**config.mk**
```make
export PLATFORM = sky130hd
export DESIGN_NAME = nonrest_divider
export DESIGN_NICKNAME = d
export VERILOG_FILES = /design/src/rtl/div_pkg.sv /design/src/rtl/div_step.sv /design/src/rtl/div_ctrl.sv /design/src/rtl/nonrest_divider.sv
export SDC_FILE = /design/constraint.sdc
export NUM_CORES = 1
export LEC_CHECK = 0
export ABC_AREA = 1
export CAP_MARGIN = 30
export CORE_UTILIZATION = 45
export CTS_BUF_LIST = sky130_fd_sc_hd__clkbuf_8 sky130_fd_sc_hd__clkbuf_16
export DETAILED_ROUTE_END_ITERATION = 10
export GPL_TIMING_DRIVEN = 0
export PLACE_DENSITY_LB_ADDON = 0.12
export SLEW_MARGIN = 10
export SYNTH_ARGS = -nofsm -noshare
export SYNTH_HDL_FRONTEND = slang
export SYNTH_SLANG_ARGS = --single-unit
```
**constraint.sdc**
```tcl
create_clock -name clk_i -period 3.8 [get_ports clk_i]
set_input_delay 0.76 -clock clk_i [delete_from_list [all_inputs] [get_ports clk_i]]
set_output_delay 0.76 -clock clk_i [all_outputs]
set_load 0.01 [all_outputs]
```
**src/rtl/div_pkg.sv**
```systemverilog
package div_pkg;
  typedef enum logic [1:0] {
    ST_IDLE = 2'd0,
    ST_ITER = 2'd1,
    ST_FIX  = 2'd2
  } div_state_e;

  typedef enum logic {
    MODE_NONREST = 1'b0,
    MODE_REST    = 1'b1
  } div_mode_e;
endpackage

```
**src/rtl/div_step.sv**
```systemverilog
module div_step
  import div_pkg::*;
#(
  parameter int unsigned W = 8
) (
  input  div_mode_e    mode_i,
  input  logic [W:0]   acc_i,
  input  logic [W-1:0] q_i,
  input  logic [W-1:0] m_i,
  output logic [W:0]   acc_o,
  output logic [W-1:0] q_o
);
  logic [W:0] shifted, mx, sum, dif;
  logic       qbit;

  always_comb begin
    // acc:q shifted left as one unit; the dropped top bit is covered by wraparound
    shifted = {acc_i[W-1:0], q_i[W-1]};
    mx      = {1'b0, m_i};
    sum     = shifted + mx;
    dif     = shifted - mx;
    if (mode_i == MODE_REST) begin
      acc_o = dif[W] ? shifted : dif;
      qbit  = ~dif[W];
    end else begin
      acc_o = acc_i[W] ? sum : dif;
      qbit  = ~acc_o[W];
    end
    q_o = {q_i[W-2:0], qbit};
  end
endmodule

```
**src/rtl/div_ctrl.sv**
```systemverilog
module div_ctrl
  import div_pkg::*;
#(
  parameter int unsigned W = 8
) (
  input  logic clk_i,
  input  logic rst_ni,
  input  logic start_i,
  input  logic zero_i,
  output logic load_o,
  output logic step_o,
  output logic finish_o,
  output logic busy_o
);
  localparam int unsigned CW = $clog2(W + 1);

  div_state_e    state_q;
  logic [CW-1:0] cnt_q;

  assign load_o   = (state_q == ST_IDLE) && start_i;
  assign step_o   = (state_q == ST_ITER);
  assign finish_o = (state_q == ST_FIX);
  assign busy_o   = (state_q != ST_IDLE);

  always_ff @(posedge clk_i or negedge rst_ni) begin
    if (!rst_ni) begin
      state_q <= ST_IDLE;
      cnt_q   <= '0;
    end else begin
      unique case (state_q)
        ST_IDLE: if (start_i) begin
          state_q <= zero_i ? ST_FIX : ST_ITER;
          cnt_q   <= CW'(W);
        end
        ST_ITER: begin
          cnt_q <= cnt_q - 1'b1;
          if (cnt_q == CW'(1)) state_q <= ST_FIX;
        end
        ST_FIX:  state_q <= ST_IDLE;
        default: state_q <= ST_IDLE;
      endcase
    end
  end
endmodule

```
**src/rtl/nonrest_divider.sv**
```systemverilog
module nonrest_divider
  import div_pkg::*;
#(
  parameter int unsigned WIDTH = 8
) (
  input  logic             clk_i,
  input  logic             rst_ni,
  input  logic             start_i,
  input  logic             mode_i,
  input  logic [WIDTH-1:0] dividend_i,
  input  logic [WIDTH-1:0] divisor_i,
  output logic             busy_o,
  output logic             done_o,
  output logic             div_zero_o,
  output logic [WIDTH-1:0] quotient_o,
  output logic [WIDTH-1:0] remainder_o
);
  localparam int unsigned W = WIDTH;

  logic         load, step, finish;
  logic [W:0]   acc_q, acc_nx, acc_fix;
  logic [W-1:0] q_q, q_nx, m_q;
  div_mode_e    mode_q;
  logic         zero_q;
  logic         done_q, dz_q;
  logic [W-1:0] quo_q, rem_q;

  div_ctrl #(.W(W)) ctrl_i (
    .clk_i   (clk_i),
    .rst_ni  (rst_ni),
    .start_i (start_i),
    .zero_i  (divisor_i == '0),
    .load_o  (load),
    .step_o  (step),
    .finish_o(finish),
    .busy_o  (busy_o)
  );

  div_step #(.W(W)) step_i (
    .mode_i(mode_q),
    .acc_i (acc_q),
    .q_i   (q_q),
    .m_i   (m_q),
    .acc_o (acc_nx),
    .q_o   (q_nx)
  );

  // single closing correction for a negative partial remainder
  assign acc_fix = acc_q + {1'b0, m_q};

  always_ff @(posedge clk_i or negedge rst_ni) begin
    if (!rst_ni) begin
      acc_q  <= '0;
      q_q    <= '0;
      m_q    <= '0;
      mode_q <= MODE_NONREST;
      zero_q <= 1'b0;
    end else if (load) begin
      acc_q  <= '0;
      q_q    <= dividend_i;
      m_q    <= divisor_i;
      mode_q <= div_mode_e'(mode_i);
      zero_q <= (divisor_i == '0);
    end else if (step) begin
      acc_q <= acc_nx;
      q_q   <= q_nx;
    end
  end

  always_ff @(posedge clk_i or negedge rst_ni) begin
    if (!rst_ni) begin
      done_q <= 1'b0;
      dz_q   <= 1'b0;
      quo_q  <= '0;
      rem_q  <= '0;
    end else begin
      done_q <= finish;
      if (finish) begin
        dz_q <= zero_q;
        if (zero_q) begin
          quo_q <= '1;
          rem_q <= q_q;
        end else begin
          quo_q <= q_q;
          rem_q <= acc_q[W] ? acc_fix[W-1:0] : acc_q[W-1:0];
        end
      end
    end
  end

  assign done_o      = done_q;
  assign div_zero_o  = dz_q;
  assign quotient_o  = quo_q;
  assign remainder_o = rem_q;
endmodule

```
Word-level counts from Yosys, hierarchy flattened
Index checks and enable logic that the tools add are counted.
- equality and inequality tests: 5
- $mul: 0
- magnitude comparators: 0
- add/sub/neg operators: 4
- reduce and logical (&&, ||, !) cells: 8
- divide/modulo/power cells: 0
- shift operators: 0
- multiplexer cells: 17
- bitwise operators: 2
- operators with widths (kind ; count):
    9-bit 2-to-1 mux ; 5
    8-bit 2-to-1 mux ; 5
    9-bit by 8-bit adder with 9-bit output ; 1
    9-bit by 8-bit subtractor with 9-bit output ; 1
    8-bit adder ; 1
    8-bit zero test ; 1
    4-bit one-hot mux with 2 select lines ; 1
    2-bit 2-to-1 mux ; 3
    2-bit nonzero test ; 3
    4-bit by 1-bit equality test with 1-bit output (second input constant) ; 1
    4-bit 2-to-1 mux ; 1
    2-bit inequality test (second input constant) ; 2
    2-bit one-hot mux with 2 select lines ; 1
    2-bit AND reduction ; 2
    4-bit by 1-bit subtractor with 4-bit output (second input constant) ; 1
    2-bit by 1-bit equality test with 1-bit output (second input constant) ; 1
    2-bit equality test (second input constant) ; 1
    2-bit zero test ; 1
    1-bit inverter ; 2
    1-bit logical AND ; 1
    1-bit 2-to-1 mux ; 1
- input port bits: 20
- register bits after elaboration: 51
- bits in read-only memories: 0
- bits in latches: 0
- logic and storage cells: 47
- memories kept: 0
- memory bits (writable): 0
- output and inout port bits: 19

Longest topological paths before layout
Gate-level depths: netlist (run 1).
- depth in word-level cells: 6
- depth in mapped cells: 18
- mapped depth without buffers: 18

Cells and area by module
A second synthesis (run 1) with hierarchy kept.
- cells, all modules: 490
- area, all modules: 3714.8 um^2
- by module, submodules not included (module ; cells each ; instances ; area an instance (um^2)):
    nonrest_divider ; 247 ; 1 ; 2245.9
    div_step ; 205 ; 1 ; 1146.1
    div_ctrl ; 38 ; 1 ; 322.8

Worst setup path after synthesis (run 1)
Ideal clock, no wire load.
- path kind: register to register
- start point: register q_q[7]
- end point: register acc_q[7]
- data arrival time: 2374 ps
- path buffers: 0
- cell stages (with the launch flop): 19
- path slack: 1310 ps
- library setup time: 116 ps
- period minus slack after synthesis: 2490 ps
- required time: 3684 ps
- cells stage by stage: dfrtp_1 -> inv_1 -> ha_1 -> fa_1 -> inv_1 -> nand4_1 -> nand3_1 -> nand2_1 -> a21oi_1 -> or2_2 -> ha_1 -> nor2_2 -> inv_1 -> o21ai_1 -> inv_1 -> nand2_1 -> inv_1 -> nand2_1 -> nand2_1
- word-level cells in the longest chain between the ends: 5
- elaborated cells between the ends (all ways): 7
- classes of those cells: add/sub (2); mux (5)
- RTL lines (element ; line ; text):
    start, declared ; nonrest_divider.sv:22 ; logic [W-1:0] q_q, q_nx, m_q;
    start signal, assigned ; nonrest_divider.sv:60 ; q_q <= dividend_i;
    start signal, assigned ; nonrest_divider.sv:66 ; q_q <= q_nx;
    9-bit by 8-bit subtractor with 9-bit output or 9-bit by 8-bit adder with 9-bit output (tied branches) ; div_step.sv:21, div_step.sv:20 ;
    9-bit 2-to-1 mux, on equally long branches ; div_step.sv:26, div_step.sv:23 ;
    9-bit 2-to-1 mux * ; div_step.sv:22 ; if (mode_i == MODE_REST) begin
    9-bit 2-to-1 mux * ; nonrest_divider.sv:64 ; end else if (step) begin
    9-bit 2-to-1 mux * ; nonrest_divider.sv:58 ; end else if (load) begin
    end signal, assigned ; nonrest_divider.sv:65 ; acc_q <= acc_nx;
    end, declared ; nonrest_divider.sv:21 ; logic [W:0] acc_q, acc_nx, acc_fix;
Mark *: on every way between the ends. The rest lies on a longest branch, timed or not. The select of a mux whose other input is x is not followed.
A chain may end at the register's enable or synchronous reset.

Final worst setup path (run 1)
- start point: register acc_q[4]
- end point: register acc_q[4]
- word-level cells in the longest chain between the ends: 5
- RTL lines (element ; line ; text):
    9-bit by 8-bit subtractor with 9-bit output ; div_step.sv:21 ; dif = shifted - mx;
    9-bit 2-to-1 mux ; div_step.sv:23 ; acc_o = dif[W] ? shifted : dif;
    9-bit 2-to-1 mux ; div_step.sv:22 ;
    9-bit 2-to-1 mux ; nonrest_divider.sv:64 ;
    9-bit 2-to-1 mux ; nonrest_divider.sv:58 ;
No other way between the ends. The select of a mux whose other input is x is not followed.

==> results by group, run 1 <==
Logic synthesis
  • Number of flops mapped to enable cells by yosys: 0
  • Ys async rst share: 1.00
  • Synthesized area per cell: between 7 and 8 µm²
  • Synth Flop Type: dfrtp_1
  • YS warnings: 0
  • Synthesized instance count: around 480
  • Synthesized area: 0.00349 mm²
  • Fraction of the yosys area taken by sequential cells: 0.366
  • Net Count, Synth: 525
  • Post-synthesis cell type count: 33
  • Synth Register Bits: between 50 and 60

Floorplanning
  • Starting Density: 0.474
  • Row count: 31
  • Die area: a little over 0.008 mm²
  • Core ar.: 0.00737 mm²
  • Die H: ~90 µm
  • Die width: approximately 90 µm
  • Ports: 39

Power
  • Leak: about 0.0021 µW
  • Pwr dens: around 1000 mW/mm²
  • Max VDD drop: ~0.43 mV

STA
  • Minimum clock period: 3.06 ns
  • Final setup viols: 0
  • Clk_skew: about 0.011 ns
  • Final period util: 0.806
  • RSZ-0062 raised after global routing: false
  • Fmax: 326 MHz
  • Relative slew slack: 0.598
  • Setup tns final: 0 ns
  • Worst slew pin tran: about 0.60 ns
  • Final hold vios: 0
  • Max Slew Vio Count: 0

Worst setup path
  • Crit path launch type: flip-flop
  • Cells on worst reg2reg path: 13
  • Crit Path Max Fanout: 7
  • Critical Path AT: 3.27 ns
  • Crit path required time: around 4 ns
  • Critical R2R Capture: acc_q[4]$_DFFE_PN0P_
  • Worst r2r src: acc_q[4]$_DFFE_PN0P_
  • R2R Setup Slk: 0.74 ns
  • Crit path capture type: flip-flop
  • Crit Path Class: flip-flop to flip-flop

Final layout
  • Finished Layout Cells: a little over 600
  • Area grow syn2layout: 18.9%
  • Commonest non-fill, non-tap cells in the layout: nand2_1, inv_1, dfrtp_1
  • Diodes inserted: 0
  • Layout cell share with drive strength beyond 1: 0.0612
  • Fin nets: about 570
  • Most common library cell in the layout ignoring fill and taps: nand2_1
  • Filler instances: roughly 700

GRT
  • All-layer global routing usage: 0.246
  • Vias in the first global route: between 3,000 and 4,000
  • First-pass GRT wire length: roughly 16 mm
  • Antenna violations before repair: 0
  • GRT overflow: 0
  • Pin count of the biggest net entering global routing: 28

Clock network
  • Total CTS buffers: 5
  • CTS Buffer Depth: 2
  • Post-cts repair resize count: 0
  • H-Tree Depth: 2
  • Insertion delay to the later sink of the worst-skew pair: 0.32 ns
  • # clock sinks: 51
  • TritonCTS clock tree: done
  • Reg clk slew, reported paths: between 0.1 and 0.15 ns
  • Root Buffer: clkbuf_8
  • Hold_buf cts: 0
  • Setup Buffers After CTS: 0

Placement
  • Routability cong.: approximately 0.9
  • Cells after DPL: 614
  • Port buffer count: 38
  • Hpwl dp: between 7 and 8 mm

Routing
  • Via Count: ~3,200
  • Router iterations before antenna repair: 4
  • Routed length per instance: 15.1 µm
  • Total wire length: between 9 and 10 mm
  • Via/cell ratio: 5.20
  • DRT iter0 DRCs: roughly 220
  • Antenna-violating nets left: 0
  • Drt drc: 0

Outcome
  • Status: completed

Run
  • Max cap viols: 0

Min path
  • Min-Delay Path Class: input port to asynchronous set/reset pin
==> power by group <==
part,total (µW),switching [µW],internal [µW]
Combinational,2800,1700,1100
Sequential,1040,239,801
Clock,475,207,268
==> cells in the mapped netlist, types with 3 or more instances <==
cell type / number / area, µm²
clkbuf_1: 5 / 18.8
xnor2_1: 5 / 43.8
nand3b_1: 3 / 22.5
nand2_1: 137 / 514
nand3_1: 30 / 150
xor2_1: 3 / 26.3
inv_2: 7 / 26.3
inv_1: 73 / 274
nand4_1: 5 / 31.3
dfrtp_1: 51 / 1280
a21oi_1: 24 / 120
nor3_1: 3 / 15.0
o21bai_1: 4 / 30.0
o221ai_1: 10 / 87.6
o211ai_1: 4 / 30.0
buf_2: 4 / 20.0
fa_1: 3 / 60.1
ha_1: 26 / 325
nor2_1: 28 / 105
o21ai_0: 31 / 155
buf_4: 3 / 22.5
o21ai_1: 4 / 20.0
==> critical path, cell delays in order, from the launching register on <==
cell and delay (ns):
dfrtp_1 0.47, ha_1 0.43, a21oi_1 0.32, nand3_1 0.12, nand2_1 0.10, a21oi_1 0.06
or2_2 0.30, ha_1 0.32, nor2_2 0.23, inv_1 0.17, o21ai_0 0.19, a21oi_1 0.06
nand2_1 0.10, o21ai_0 0.08
==> layer usage <==
| layer | wire [µm] | track usage |
|---|---|---|
| met1 | 4390 | 0.334 |
| met2 | 4340 | 0.403 |
| met3 | 493 | 0.0389 |
| met4 | 198 | 0.0739 |
| met5 | 0 | 0 |
==> cell type report <==
| type | count | area, µm² | area share |
|---|---|---|---|
| Tap cell | 99 | 124 | 0.0298 |
| Inverter | 80 | 300 | 0.0724 |
| Buffer | 13 | 72.6 | 0.0175 |
| Clock inverter | 3 | 71.3 | 0.0172 |
| Sequential cell | 51 | 1280 | 0.308 |
| Clock buffer | 5 | 68.8 | 0.0166 |
| Multi-Input combinational cell | 332 | 1840 | 0.444 |
| Timing Repair Buffer | 39 | 395 | 0.0953 |
==> registers in the layout (all words and copies together) (netlist names) <==
register,cells
acc_q,9
m_q,8
q_q,8
quotient_o,8
remainder_o,8
ctrl_i.cnt_q,4
ctrl_i.state_q,2
div_zero_o,1
done_o,1
mode_q,1
zero_q,1
==> how the worst max path moves through the flow <==
stage                    startpoint                        end  slack, ns  depth (start not counted)
2_1_floorplan    q_q[7]$_DFFE_PN0P_       acc_q[7]$_DFFE_PN0P_       1.31                         18
3_3_place_gp                 rst_ni  quotient_o[6]$_DFFE_PN0P_       0.35                          1
3_5_place_dp   acc_q[4]$_DFFE_PN0P_       acc_q[4]$_DFFE_PN0P_       0.79                         13
4_1_cts        acc_q[4]$_DFFE_PN0P_       acc_q[4]$_DFFE_PN0P_       0.76                         13
5_1_grt        acc_q[4]$_DFFE_PN0P_       acc_q[5]$_DFFE_PN0P_       0.54                         15
6_report       acc_q[4]$_DFFE_PN0P_       acc_q[4]$_DFFE_PN0P_       0.74                         13
==> logic make-up after synthesis <==
family,count (synthesis),synth area share
simple gates,212,0.256
buf+inv,93,0.107
compound gates,83,0.142
flops,51,0.366
fa+ha+maj,29,0.110
xor+xnor,8,0.0201
==> per-stage QoR <==
stage          utilization  power [µW]  setup slack (ns)  cell area (µm²)  hold slack, ns
6_report             0.563        4310             0.736             4150           0.432
3_5_place_dp         0.544        3830             0.791             4010           0.462
4_1_cts              0.563        4310             0.757             4150           0.449
3_3_place_gp         0.542        3770             0.355             4000           0.451
5_1_grt              0.563        4750             0.536             4150           0.483
2_1_floorplan            -        2990              1.31             3490           0.439
Power figures use the tool's default switching activity.
==> run 2: changes to the inputs <==
clock period = 2.6 ns   (was 3.8 ns; I/O delays follow)
==> results by group, run 2 (synthesis results as in run 1) <==
Floorplanning
  • Die area: around 0.0081 mm²
  • Starting Density: 0.474
  • Ports: 39
  • Die width: between 90 and 100 µm
  • Core ar.: approximately 0.0074 mm²
  • Die H: around 90 µm
  • Row count: 31

Power
  • Power Total: about 6700 µW
  • Leak: 0.00216 µW
  • Pwr dens: 1550 mW/mm²
  • Max VDD drop: 0.671 mV

Worst setup path
  • Cells on worst reg2reg path: 15
  • Worst r2r src: m_q[0]$_DFFE_PN0P_
  • Crit Path Max Fanout: 5
  • Critical Path AT: between 2 and 3 ns
  • Crit path capture type: flip-flop
  • CP max-delay cell: dfrtp_2
  • Crit Path Class: flip-flop to flip-flop
  • R2R Setup Slk: between 0.06 and 0.07 ns
  • Crit path launch type: flip-flop
  • Critical R2R Capture: acc_q[6]$_DFFE_PN0P_
  • Crit path required time: roughly 2.8 ns
  • Crit path largest cell delay: 0.46 ns
  • Worst path cell trace: ha_4, fa_2, inv_2, nand4_1, nand3_1, nand2_2, a21oi_2, or2_4, ha_4, nor2_4, inv_4, o21ai_0, a21oi_1, nand2_1, nand2_1

Clock network
  • Total CTS buffers: 5
  • Reg clk slew, reported paths: 0.11 ns
  • Root Buffer: clkbuf_8
  • H-Tree Depth: 2
  • CTS Buffer Depth: 2
  • # clock sinks: ~50
  • Insertion delay to the later sink of the worst-skew pair: about 0.32 ns
  • Hold_buf cts: 0
  • TritonCTS clock tree: done

Routing
  • Routed length per instance: between 15 and 20 µm
  • Via Count: 3,304
  • Total wire length: between 9 and 10 mm
  • Router iterations before antenna repair: 5
  • DRT iter0 DRCs: between 200 and 250
  • Drt drc: 0
  • Via/cell ratio: around 5.2
  • Antenna-violating nets left: 0

STA
  • Fin Hold WS: approximately 0.19 ns
  • PnR worst setup slack: 0.0673 ns
  • Minimum clock period: 2.53 ns
  • Fmax: between 300 and 400 MHz
  • Worst slew pin tran: slightly above 0.6 ns
  • Clk_skew: around 0.011 ns
  • Final setup viols: 0
  • RSZ-0062 raised after global routing: true
  • Final period util: 0.974
  • Relative slew slack: 0.597
  • Final hold vios: 0
  • Max Slew Vio Count: 0

Run
  • Max cap viols: 0

Placement
  • Port buffer count: 38
  • Routability cong.: 0.902
  • Hpwl dp: 7.33 mm
  • Setup WS pre-CTS: -0.409 ns

Final layout
  • Largest Register: acc_q
  • Most common library cell in the layout ignoring fill and taps: nand2_1
  • Area grow syn2layout: 23.6%
  • Fin nets: between 500 and 600
  • Commonest non-fill, non-tap cells in the layout: nand2_1, inv_1, dfrtp_1
  • Layout cell share with drive strength beyond 1: 0.113
  • Max FFs per register: 9
  • Diodes inserted: 0

Outcome
  • Status: completed

GRT
  • All-layer global routing usage: 0.247
  • GRT overflow: 0
  • Pin count of the biggest net entering global routing: 28
  • Vias in the first global route: about 3,100
  • Antenna violations before repair: 0
  • First-pass GRT wire length: between 15 and 20 mm

Min path
  • Min-Delay Path Class: input port to asynchronous set/reset pin
==> run 2: how the worst max path moves through the flow <==
stage,start,to,depth (start not counted)
after floorplan,q_q[7]$_DFFE_PN0P_,acc_q[7]$_DFFE_PN0P_,18
after global placement,rst_ni,quotient_o[6]$_DFFE_PN0P_,1
after detailed placement,acc_q[4]$_DFFE_PN0P_,acc_q[4]$_DFFE_PN0P_,13
after CTS,acc_q[2]$_DFFE_PN0P_,acc_q[2]$_DFFE_PN0P_,14
after global routing,m_q[0]$_DFFE_PN0P_,acc_q[5]$_DFFE_PN0P_,17
final,m_q[0]$_DFFE_PN0P_,acc_q[6]$_DFFE_PN0P_,15
==> run 2: metrics by stage <==
step | instances | cell area (µm²) | setup TNS, ns | utilization
final | 631 | 4320 | 0 | 0.586
after global routing | 631 | 4320 | -0.325 | 0.586
after CTS | 625 | 4220 | 0 | 0.572
after detailed placement | 614 | 4010 | -2.30 | 0.544
after global placement | 613 | 4000 | -33.19 | 0.542
after floorplan | 476 | 3490 | 0 | -
==> run 2: power breakdown <==
group / total, µW / internal (µW) / switching [µW]
registers: 1550 / 1180 / 376
clock network: 695 / 391 / 303
logic: 4460 / 1860 / 2600
total: 6710 / 3430 / 3280
==> run 2: critical path, delay by kind of cell, from the launching register on <==
kind,cells,cell delay (ns)
adders and majority gates,3,0.80
and+or+nand+nor,7,0.69
AOI/OAI and AO/OA,3,0.36
DFF,1,0.46
buffers and inverters,2,0.13
==> run 2: final cells by class <==
class | instances | area, µm²
Clock buffer | 5 | 68.8
Fill cell | 689 | 3050
Sequential cell | 51 | 1280
Clock inverter | 3 | 71.3
Multi-Input combinational cell | 332 | 1930
Tap cell | 99 | 124
Inverter | 80 | 305
Buffer | 13 | 72.6
Timing Repair Buffer | 48 | 463
==> run 2: timing repair <==
action,4_1_cts,5_1_grt
buffers inserted,3,6
pin swaps,1,4
gates resized for setup,12,16
setup endpoints to repair,10,9
gates cloned,0,0
==> run 2: routing by layer <==
layer / track usage / wire (µm) / share of wire / vias up
li1: - / - / - / 1648
met1: 0.333 / 4410 / 0.46 / 1554
met2: 0.409 / 4420 / 0.46 / 85
met3: 0.0389 / 475 / 0.050 / 17
met4: 0.0739 / 248 / 0.026 / 0
met5: 0 / 0 / 0 / -
